[src/rtl/bis_pkg.sv]
package bis_pkg;
   typedef enum logic [1:0] {
      OP_IDLE = 2'b00,
      OP_ACT  = 2'b01,
      OP_RD   = 2'b10,
      OP_WR   = 2'b11
   } op_e;

   // Number of cycles between command acceptance and device registration.
   localparam int unsigned CMD_LEAD = 2;
endpackage

[src/rtl/bis_tracker.sv]
module bis_tracker
   import bis_pkg::*;
#(
   parameter int BANK_W = 2,
   parameter int LEFT_W = 3
) (
   input  logic              clk,
   input  logic              rst_n,
   input  op_e               cmd_op,
   input  logic [BANK_W-1:0] cmd_bank,
   input  logic              cmd_ap,
   input  logic [LEFT_W-1:0] len_m1,
   output logic              beat_vld,
   output logic              beat_wr,
   output logic [BANK_W-1:0] beat_bank,
   output logic              end_vld,
   output logic              end_wr,
   output logic              end_ap,
   output logic [BANK_W-1:0] end_bank,
   output logic              dqm
);
   logic              act_q;
   logic              cur_wr_q;
   logic              cur_ap_q;
   logic [BANK_W-1:0] cur_bank_q;
   logic [LEFT_W-1:0] left_q;
   logic              dqm_arm_q;
   logic              new_rw;
   logic              cut;
   logic              wr_cuts_rd;

   assign new_rw     = (cmd_op == OP_RD) || (cmd_op == OP_WR);
   assign cut        = act_q && (left_q != '0) && new_rw;
   assign wr_cuts_rd = cut && (cmd_op == OP_WR) && !cur_wr_q;

   // burst end: either all beats went out, or a new burst replaces it
   assign end_vld  = act_q && ((left_q == '0) || new_rw);
   assign end_wr   = cur_wr_q;
   assign end_ap   = cur_ap_q;
   assign end_bank = cur_bank_q;

   always_ff @(posedge clk) begin
      if (!rst_n) begin
         act_q      <= 1'b0;
         cur_wr_q   <= 1'b0;
         cur_ap_q   <= 1'b0;
         cur_bank_q <= '0;
         left_q     <= '0;
         beat_vld   <= 1'b0;
         beat_wr    <= 1'b0;
         beat_bank  <= '0;
      end else if (new_rw) begin
         act_q      <= 1'b1;
         cur_wr_q   <= (cmd_op == OP_WR);
         cur_ap_q   <= cmd_ap;
         cur_bank_q <= cmd_bank;
         left_q     <= len_m1;
         beat_vld   <= 1'b1;
         beat_wr    <= (cmd_op == OP_WR);
         beat_bank  <= cmd_bank;
      end else if (act_q && (left_q != '0)) begin
         left_q    <= left_q - 1'b1;
         beat_vld  <= 1'b1;
         beat_wr   <= cur_wr_q;
         beat_bank <= cur_bank_q;
      end else begin
         act_q     <= 1'b0;
         beat_vld  <= 1'b0;
         beat_wr   <= 1'b0;
         beat_bank <= '0;
      end
   end

   // mask lead: two clocks for an auto-precharge read, one clock otherwise
   always_ff @(posedge clk) begin
      if (!rst_n) begin
         dqm       <= 1'b0;
         dqm_arm_q <= 1'b0;
      end else begin
         dqm       <= (wr_cuts_rd && cur_ap_q) || dqm_arm_q;
         dqm_arm_q <= wr_cuts_rd;
      end
   end


   beat_on_cmd_chk: assert property (@(posedge clk) disable iff (!rst_n)
      new_rw |=> (beat_vld && (beat_bank == $past(cmd_bank)) &&
                  (beat_wr == $past(cmd_op == OP_WR))));


   act_no_cut_chk: assert property (@(posedge clk) disable iff (!rst_n)
      ((cmd_op == OP_ACT) && act_q && (left_q != '0)) |=>
         (beat_vld && (beat_bank == $past(cur_bank_q))));
endmodule

[src/rtl/bis_bank_pc.sv]
module bis_bank_pc #(
   parameter int BANK_ID = 0,
   parameter int BANK_W  = 2,
   parameter int TWR_W   = 4
) (
   input  logic              clk,
   input  logic              rst_n,
   input  logic              end_vld,
   input  logic              end_wr,
   input  logic              end_ap,
   input  logic [BANK_W-1:0] end_bank,
   input  logic [TWR_W-1:0]  twr,
   output logic              pc_pulse
);
   logic [TWR_W-1:0] rec_q;
   logic [TWR_W-1:0] twr_eff;
   logic             hit;

   assign hit     = end_vld && end_ap && (end_bank == BANK_W'(BANK_ID));
   assign twr_eff = (twr == '0) ? TWR_W'(1) : twr;

   always_ff @(posedge clk) begin
      if (!rst_n) begin
         rec_q    <= '0;
         pc_pulse <= 1'b0;
      end else begin
         pc_pulse <= (hit && !end_wr) || (rec_q == TWR_W'(1));
         if (hit && end_wr)
            rec_q <= twr_eff;
         else if (rec_q != '0)
            rec_q <= rec_q - 1'b1;
      end
   end
endmodule

[src/rtl/bis_out_pipe.sv]
module bis_out_pipe #(
   parameter int NUM_BANKS = 4,
   parameter int BANK_W    = 2,
   parameter int MAX_CL    = 3,
   parameter int LEAD      = 2,
   parameter int CL_W      = 2
) (
   input  logic                 clk,
   input  logic                 rst_n,
   input  logic                 beat_vld,
   input  logic                 beat_wr,
   input  logic [BANK_W-1:0]    beat_bank,
   input  logic [NUM_BANKS-1:0] pc_ahead,
   input  logic [CL_W-1:0]      cl_sel,
   output logic                 data_valid,
   output logic                 data_write,
   output logic [BANK_W-1:0]    data_owner,
   output logic [NUM_BANKS-1:0] precharge_start
);
   localparam int DEPTH = LEAD + MAX_CL;
   localparam int IDX_W = $clog2(DEPTH + 1);

   logic                 vld_d  [1:DEPTH];
   logic                 wr_d   [1:DEPTH];
   logic [BANK_W-1:0]    bank_d [1:DEPTH];
   logic [NUM_BANKS-1:0] pc_d   [1:LEAD];
   logic [IDX_W-1:0]     tap;
   logic                 wr_hit;
   logic                 rd_hit;

   always_ff @(posedge clk) begin
      if (!rst_n) begin
         for (int s = 1; s <= DEPTH; s++) begin
            vld_d[s]  <= 1'b0;
            wr_d[s]   <= 1'b0;
            bank_d[s] <= '0;
         end
      end else begin
         vld_d[1]  <= beat_vld;
         wr_d[1]   <= beat_wr;
         bank_d[1] <= beat_bank;
         for (int s = 2; s <= DEPTH; s++) begin
            vld_d[s]  <= vld_d[s-1];
            wr_d[s]   <= wr_d[s-1];
            bank_d[s] <= bank_d[s-1];
         end
      end
   end

   always_ff @(posedge clk) begin
      if (!rst_n) begin
         for (int s = 1; s <= LEAD; s++) pc_d[s] <= '0;
      end else begin
         pc_d[1] <= pc_ahead;
         for (int s = 2; s <= LEAD; s++) pc_d[s] <= pc_d[s-1];
      end
   end

   assign tap    = IDX_W'(LEAD) + IDX_W'(cl_sel);
   assign wr_hit = vld_d[LEAD] && wr_d[LEAD];
   assign rd_hit = vld_d[tap] && !wr_d[tap];

   always_comb begin
      data_valid = wr_hit || rd_hit;
      data_write = wr_hit;
      if (wr_hit)
         data_owner = bank_d[LEAD];
      else if (rd_hit)
         data_owner = bank_d[tap];
      else
         data_owner = '0;
   end

   assign precharge_start = pc_d[LEAD];
endmodule

[src/rtl/burst_intr_sched.sv]
module burst_intr_sched
   import bis_pkg::*;
#(
   parameter int NUM_BANKS   = 4,
   parameter int MAX_BL_LOG2 = 3,
   parameter int MAX_CL      = 3,
   parameter int TWR_W       = 4
) (
   input  logic                          clk,
   input  logic                          rst_n,
   input  logic [1:0]                    cmd_op,
   input  logic [$clog2(NUM_BANKS)-1:0]  cmd_bank,
   input  logic                          cmd_ap,
   input  logic [$clog2(MAX_CL+1)-1:0]   cfg_cas_lat,
   input  logic [$clog2(MAX_BL_LOG2+1)-1:0] cfg_burst_code,
   input  logic [TWR_W-1:0]              cfg_twr,
   output logic                          data_valid,
   output logic                          data_write,
   output logic [$clog2(NUM_BANKS)-1:0]  data_owner,
   output logic                          dqm,
   output logic [NUM_BANKS-1:0]          precharge_start
);
   localparam int BANK_W = $clog2(NUM_BANKS);
   localparam int LEFT_W = (MAX_BL_LOG2 < 1) ? 1 : MAX_BL_LOG2;
   localparam int CL_W   = $clog2(MAX_CL + 1);
   localparam int BC_W   = $clog2(MAX_BL_LOG2 + 1);
   localparam int LEAD   = CMD_LEAD;

   generate
      if (NUM_BANKS < 2 || (1 << BANK_W) != NUM_BANKS) begin : g_bad_banks
         $error("NUM_BANKS must be a power of two, at least 2");
      end
      if (MAX_CL < 2) begin : g_bad_cl
         $error("MAX_CL must be at least 2");
      end
      if (TWR_W < 1) begin : g_bad_twr
         $error("TWR_W must be at least 1");
      end
   endgenerate

   op_e                  op_c;
   logic [LEFT_W-1:0]    len_m1;
   logic [CL_W-1:0]      cl_eff;
   logic                 beat_vld, beat_wr;
   logic [BANK_W-1:0]    beat_bank;
   logic                 end_vld, end_wr, end_ap;
   logic [BANK_W-1:0]    end_bank;
   logic [NUM_BANKS-1:0] pc_ahead;

   assign op_c = op_e'(cmd_op);

   always_comb begin
      if (cfg_burst_code > BC_W'(MAX_BL_LOG2))
         len_m1 = {LEFT_W{1'b1}};
      else
         len_m1 = LEFT_W'((1 << cfg_burst_code) - 1);
   end

   always_comb begin
      if (cfg_cas_lat < CL_W'(2))
         cl_eff = CL_W'(2);
      else if (cfg_cas_lat > CL_W'(MAX_CL))
         cl_eff = CL_W'(MAX_CL);
      else
         cl_eff = cfg_cas_lat;
   end

   bis_tracker #(.BANK_W(BANK_W), .LEFT_W(LEFT_W)) u_trk (
      .clk(clk), .rst_n(rst_n),
      .cmd_op(op_c), .cmd_bank(cmd_bank), .cmd_ap(cmd_ap), .len_m1(len_m1),
      .beat_vld(beat_vld), .beat_wr(beat_wr), .beat_bank(beat_bank),
      .end_vld(end_vld), .end_wr(end_wr), .end_ap(end_ap), .end_bank(end_bank),
      .dqm(dqm)
   );

   generate
      for (genvar b = 0; b < NUM_BANKS; b++) begin : g_bank
         bis_bank_pc #(.BANK_ID(b), .BANK_W(BANK_W), .TWR_W(TWR_W)) u_pc (
            .clk(clk), .rst_n(rst_n),
            .end_vld(end_vld), .end_wr(end_wr), .end_ap(end_ap),
            .end_bank(end_bank), .twr(cfg_twr), .pc_pulse(pc_ahead[b])
         );
      end
   endgenerate

   bis_out_pipe #(
      .NUM_BANKS(NUM_BANKS), .BANK_W(BANK_W), .MAX_CL(MAX_CL),
      .LEAD(LEAD), .CL_W(CL_W)
   ) u_out (
      .clk(clk), .rst_n(rst_n),
      .beat_vld(beat_vld), .beat_wr(beat_wr), .beat_bank(beat_bank),
      .pc_ahead(pc_ahead), .cl_sel(cl_eff),
      .data_valid(data_valid), .data_write(data_write),
      .data_owner(data_owner), .precharge_start(precharge_start)
   );


   dqm_release_chk: assert property (@(posedge clk) disable iff (!rst_n)
      $fell(dqm) |-> (data_valid && data_write));


   rd_ap_pc_chk: assert property (@(posedge clk) disable iff (!rst_n)
      (end_vld && end_ap && !end_wr) |=> pc_ahead[$past(end_bank)]);
endmodule

[config.mk]
export PLATFORM = sky130hd
export DESIGN_NAME = burst_intr_sched
export DESIGN_NICKNAME = d
export VERILOG_FILES = /design/src/rtl/bis_pkg.sv /design/src/rtl/bis_tracker.sv /design/src/rtl/bis_bank_pc.sv /design/src/rtl/bis_out_pipe.sv /design/src/rtl/burst_intr_sched.sv
export SDC_FILE = /design/constraint.sdc
export NUM_CORES = 1
export LEC_CHECK = 0
export CORE_AREA = 2 2 79 81
export CTS_BUF_LIST = sky130_fd_sc_hd__clkbuf_4
export CTS_CLUSTER_SIZE = 40
export DETAILED_ROUTE_END_ITERATION = 8
export DIE_AREA = 0 0 81 83
export HOLD_SLACK_MARGIN = 0.1
export PLACE_DENSITY_LB_ADDON = 0.25
export SYNTH_ARGS = -nofsm -noshare
export SYNTH_HDL_FRONTEND = slang
export SYNTH_SLANG_ARGS = --single-unit
[constraint.sdc]
create_clock -name clk -period 3.9 [get_ports clk]
set_input_delay 0.585 -clock clk [delete_from_list [all_inputs] [get_ports clk]]
set_output_delay 0.585 -clock clk [all_outputs]
set_load 0.01 [all_outputs]
# Yosys cells after proc, flatten, opt, wreduce, memory -nomap -nowiden
# Memories as Yosys holds them, arrays and structs flattened.
# Index checks and enable logic that the tools add are counted.
# classes
order_cmp	3
n_addsub	7
mux	43
reduce_logical	44
shift	1
eq_ne	10
bitwise	17
# op_table
op	n
4-bit two-way mux	11
2-bit two-way mux	11
1-bit logical AND	21
1-bit two-way mux	18
1-bit OR	17
4-bit by 1-bit == test with 1-bit output (second input constant)	4
4-bit nonzero test	4
4-bit by 1-bit subtractor with 4-bit output (second input constant)	4
2-bit nonzero test	5
3-bit two-way mux	3
2-bit == test (second input constant)	4
1-bit logical OR	8
2-bit greater-than comparator (second input constant)	2
4-bit zero test	1
2-bit by 2-bit adder with 3-bit output (first input constant)	1
3-bit zero test	1
3-bit nonzero test	1
1-bit by 2-bit << shifter with 3-bit output (first input constant)	1
3-bit by 1-bit subtractor with 3-bit output (second input constant)	1
3-bit by 2-bit subtractor with 3-bit output (second input constant)	1
2-bit by 1-bit == test with 1-bit output (second input constant)	1
1-bit zero test	2
2-bit zero test	1
2-bit < comparator (second input constant)	1
2-bit by 1-bit != test with 1-bit output (second input constant)	1
# totals
elab_cells	147
n_memories	4
mem_bits_rw	28
register_bits	34
in_bits	15
# memory_table
memory	words	width	read_ports	rd_ports_with_merged_regs	write_ports	line_no	text
u_out.bank_d	5	2	5	0	5	bis_out_pipe.sv:25	logic [BANK_W-1:0] bank_d [1:DEPTH];
u_out.pc_d	2	4	2	0	2	bis_out_pipe.sv:26	logic [NUM_BANKS-1:0] pc_d [1:LEAD];
u_out.vld_d	5	1	5	0	5	bis_out_pipe.sv:23	logic vld_d [1:DEPTH];
u_out.wr_d	5	1	5	0	5	bis_out_pipe.sv:24	logic wr_d [1:DEPTH];

# Longest topological paths before layout
# An unclocked memory read counts as a cell.
# logic_depth
ltp_word	9
mapped_depth	6
depth_no_buf	5

# By module
# A second synthesis with hierarchy kept.
# unflattened
hier_cells	273
hier_area_um2	2760.1
# modules_own_cells
mod	area_each_um2	cells_per_inst	instances	seq_area_each_um2
bis_out_pipe	898.4	74	1	560.5
bis_bank_pc (g_bank[1].u_pc ...)	324.1	35	2	100.1
bis_tracker	536.8	54	1	280.3
bis_bank_pc (g_bank[0].u_pc)	329.1	35	1	100.1
bis_bank_pc (g_bank[3].u_pc)	320.3	35	1	100.1
burst_intr_sched	27.5	5	1	0.0

# Worst setup path before layout
# Ideal clock, no wire load.
# synth_timing
kind	input port to output port
startpoint	input cfg_cas_lat[1]
endpoint	output data_owner[0]
arrival_ns	1.202
stages	3
path_buffers	0
setup_slack_ns	2.113
cell_sequence	nand2_1 -> a31oi_1 -> o31ai_1
# synth_between
elab_chain_cells	9
elab_cells_between_ends	12
classes_between	add/sub: 1; order compare: 2; mux: 4; reduce/logical: 2; memory: 3
# synth_lines
element	line_no	text
start: declaration	burst_intr_sched.sv:14	input logic [$clog2(MAX_CL+1)-1:0] cfg_cas_lat,
2-bit greater-than comparator	burst_intr_sched.sv:62	else if (cfg_cas_lat > CL_W'(MAX_CL))
2-bit two-way mux	burst_intr_sched.sv:62	
2-bit two-way mux *	burst_intr_sched.sv:60	if (cfg_cas_lat < CL_W'(2))
2-bit by 2-bit adder with 3-bit output *	bis_out_pipe.sv:59	assign tap = IDX_W'(LEAD) + IDX_W'(cl_sel);
memory read 5 x 1 bit	-	
1-bit zero test	bis_out_pipe.sv:61	assign rd_hit = vld_d[tap] && !wr_d[tap];
1-bit logical AND	bis_out_pipe.sv:61	
2-bit two-way mux *	bis_out_pipe.sv:68	else if (rd_hit)
2-bit two-way mux *	bis_out_pipe.sv:66	if (wr_hit)
end: declaration	burst_intr_sched.sv:19	output logic [$clog2(NUM_BANKS)-1:0] data_owner,
# Mark *: on every way between the ends. The rest lies on a longest branch, timed or not.

# Worst setup path in the final report
# layout_timing
startpoint	input cfg_cas_lat[0]
endpoint	output data_owner[1]
# Same word-level chain as after synthesis.

==> reports/qor.yml <==
outcome: "finished clean"
hold_violations: 0
yosysUniqueCellTypes: 50
drcViolationCount: 0
total_leakage_power_nw: 1.27
grt_overflow_total: 0
io_pins: 24
r2r-end: "g_bank[0].u_pc.rec_q[0]$_SDFFE_PN0P_"
die_x_um: 81
drt_wl_total_mm: 4.97
slew_headroom: 0.459
wl_per_cell_um: 12.8
synth_top_cell_by_area: "dfxtp_1"
layout-drive-gt1-share: 0.0863
critical_path_class: "primary input to output pin"
syn_area_per_cell_um2: 9.81
p_sw_w: 0.000596
rsz0062_at_grt: "false"
place_ws_ns: 1.16
power_frac_comb: 0.308
power_frac_seq: 0.452
ys_seq_area_frac: 0.440
slowest_stage: "clkdlybuf4s50_1"
start_kind: "primary input"
path_buf_inv: 2
cap_violations: 0
synthFlopType: "dfxtp_1"
min_from: "u_out.vld_d[1]$_DFF_P_"
clk_latency_ns: 0.41
end_kind: "output pin"
worst-r2r-cell-count: 5
cts_setup_buffers: 0
min_path_type: "flop to flop"
swShare: 0.325
fin_setup_tns_ns: 0
initial_core_util: 0.486
power_density_nw_per_um2: 571
drtPass1Iterations: 4
yosys-top-cells-area: "dfxtp_1, and2_1, ha_1"
fin_ws_ns: 1.15
ctsResizeCount: 0
pwr-share-clk: 0.241
critPathMostFrequentCell: "clkdlybuf4s50_1"
vias: 2035
clock-root-buffer: "clkbuf_4"
required_ns: 3.31
tightestPinTransition_ns: 0.809
hpwl_mm: 3.48
area_growth_pct: 13.6
grt_max_degree: 35
cts.sinks: 62
synthesis.area_um2: 2820
cp_top_family: "buffers and inverters"
grt_pass1_vias: 1892
synth.most_common_cell: "dfxtp_1"
synth_common_cells: "dfxtp_1, and2_1, mux2i_1, nand2_1, nor2_1"
worstHoldEndpoint: "u_out.vld_d[2]$_DFF_P_"
cp_max_fo: 3
worstHoldPathCells: 1
fmax_mhz: 364
ctsHoldBuffers: 0
r2r_slack_ns: 2.31
syn_inst: 288
yosys_warnings: 0
cp.arrival_ns: 2.16
r2r_start: "g_bank[0].u_pc.rec_q[0]$_SDFFE_PN0P_"
layout.nets: 337
ant_nets: 0
slowest_delay_ns: 0.57
clk_pin_slew_ns: 0.11
placementRows: 28
fin_crit_ns: 2.75
drv_slew: 0
antennaDiodeCount: 0
htreeDepth: 3
grt_usage: 0.163
synthArstFlopShare: 0
clockBufferDepth: 2
clock-skew-final_ns: 0.00845
dieArea_um2: 6720
internal_power_w: 0.00124
drt_iter0_markers: 76
crit_path_start: "cfg_cas_lat[0]"
cts_tree: "built"
crit_chain: "clkdlybuf4s50_1 > and4b_1 > a31oi_1 > o31ai_1 > clkdlybuf4s50_1"
ir_drop_mv: 0.278
period_share: 0.704
yosys.area.top_type_share: 0.440
grt_pass1_wl_mm: 8.56
synth_edf_count: 0
antenna_found_initial: 0
gp_congestion: 0.783
numCtsBuffers: 9
via_per_inst: 5.24
core_um2: 5820
io_buffers: 23
ys_ff_latch: 62
synth_nets: 317
die_h_um: 83
setup_violations: 0
-- worst max path at each step --
stage               slack (ns)            end  cells after the start
floorplan                 2.11  data_owner[0]                      3
global placement          1.20  data_owner[1]                      5
detailed placement        1.16  data_owner[1]                      5
CTS                       1.15  data_owner[1]                      5
global route              1.03  data_owner[1]                      5
finish                    1.15  data_owner[1]                      5
-- routing by layer --
| metal | vias up | wire length, µm | GRT usage |
|---|---|---|---|
| met5 | - | 0 | 0 |
| met3 | 6 | 240 | 0.0620 |
| met1 | 934 | 2370 | 0.215 |
| met2 | 38 | 2320 | 0.245 |
| li1 | 1057 | - | - |
| met4 | 0 | 45 | 0.0508 |
-- final cells by class --
cell class	count	area [µm²]
Clock buffer	9	67.6
Inverter	13	51.3
Tap cell	75	93.8
Clock inverter	7	73.8
Timing Repair Buffer	24	238
Sequential cell	62	1240
Fill cell	555	2610
Multi-Input combinational cell	198	1440
-- cell families (layout without fill, tap and decap cells) --
family,Yosys count,count (layout),synth area share
buffers and inverters,28,53,0.0501
AO/OA/AOI/OAI,54,54,0.149
multiplexers,21,21,0.0762
flip-flops,62,62,0.440
AND/OR/NAND/NOR,109,109,0.223
adder cells (fa/ha/maj),14,14,0.0620
-- cells in the final DEF, fill, tap and decap left out, types with 4 or more instances in the layout --
cell type	count
dfxtp_1	62
and2_1	28
clkdlybuf4s50_1	23
mux2i_1	17
nand2_1	16
nor2_1	16
ha_1	14
nand2b_1	13
inv_1	12
a21oi_1	10
a211oi_1	9
clkbuf_4	9
nor3_1	8
nor2b_1	7
a2111oi_0	7
a31o_1	6
o211ai_1	4
nor3b_1	4
-- power groups by stage --
stage	combinational, W	clock (W)	sequential, W
2_1_floorplan	0.000478	0	0.000819
3_3_place_gp	0.000551	0	0.000838
3_5_place_dp	0.000566	0	0.000842
4_1_cts	0.000569	0.000453	0.000828
5_1_grt	0.000641	0.000484	0.000846
6_report	0.000564	0.000441	0.000828
-- per-stage QoR --
step | instances | area (µm²) | hold slack (ns) | power, W | util
4_1_cts | 388 | 3210 | 0.445 | 0.00185 | 0.551
3_3_place_gp | 372 | 3070 | 0.411 | 0.00139 | 0.527
5_1_grt | 388 | 3210 | 0.456 | 0.00197 | 0.551
3_5_place_dp | 372 | 3070 | 0.418 | 0.00141 | 0.527
6_report | 388 | 3210 | 0.442 | 0.00183 | 0.551
2_1_floorplan | 288 | 2820 | 0.406 | 0.00130 | -
-- sequential cells by signal, summed over array words and instances, names as in the netlist --
signal / count
g_bank.u_pc.rec_q: 16
u_out.bank_d: 10
u_out.pc_d: 8
u_out.vld_d: 5
u_out.wr_d: 5
g_bank.u_pc.pc_pulse: 4
u_trk.left_q: 3
u_trk.beat_bank: 2
u_trk.end_bank: 2
u_trk.act_q: 1
u_trk.beat_vld: 1
u_trk.beat_wr: 1
u_trk.dqm: 1
u_trk.dqm_arm_q: 1
u_trk.end_ap: 1
u_trk.end_wr: 1
Power figures use the tool's default switching activity.
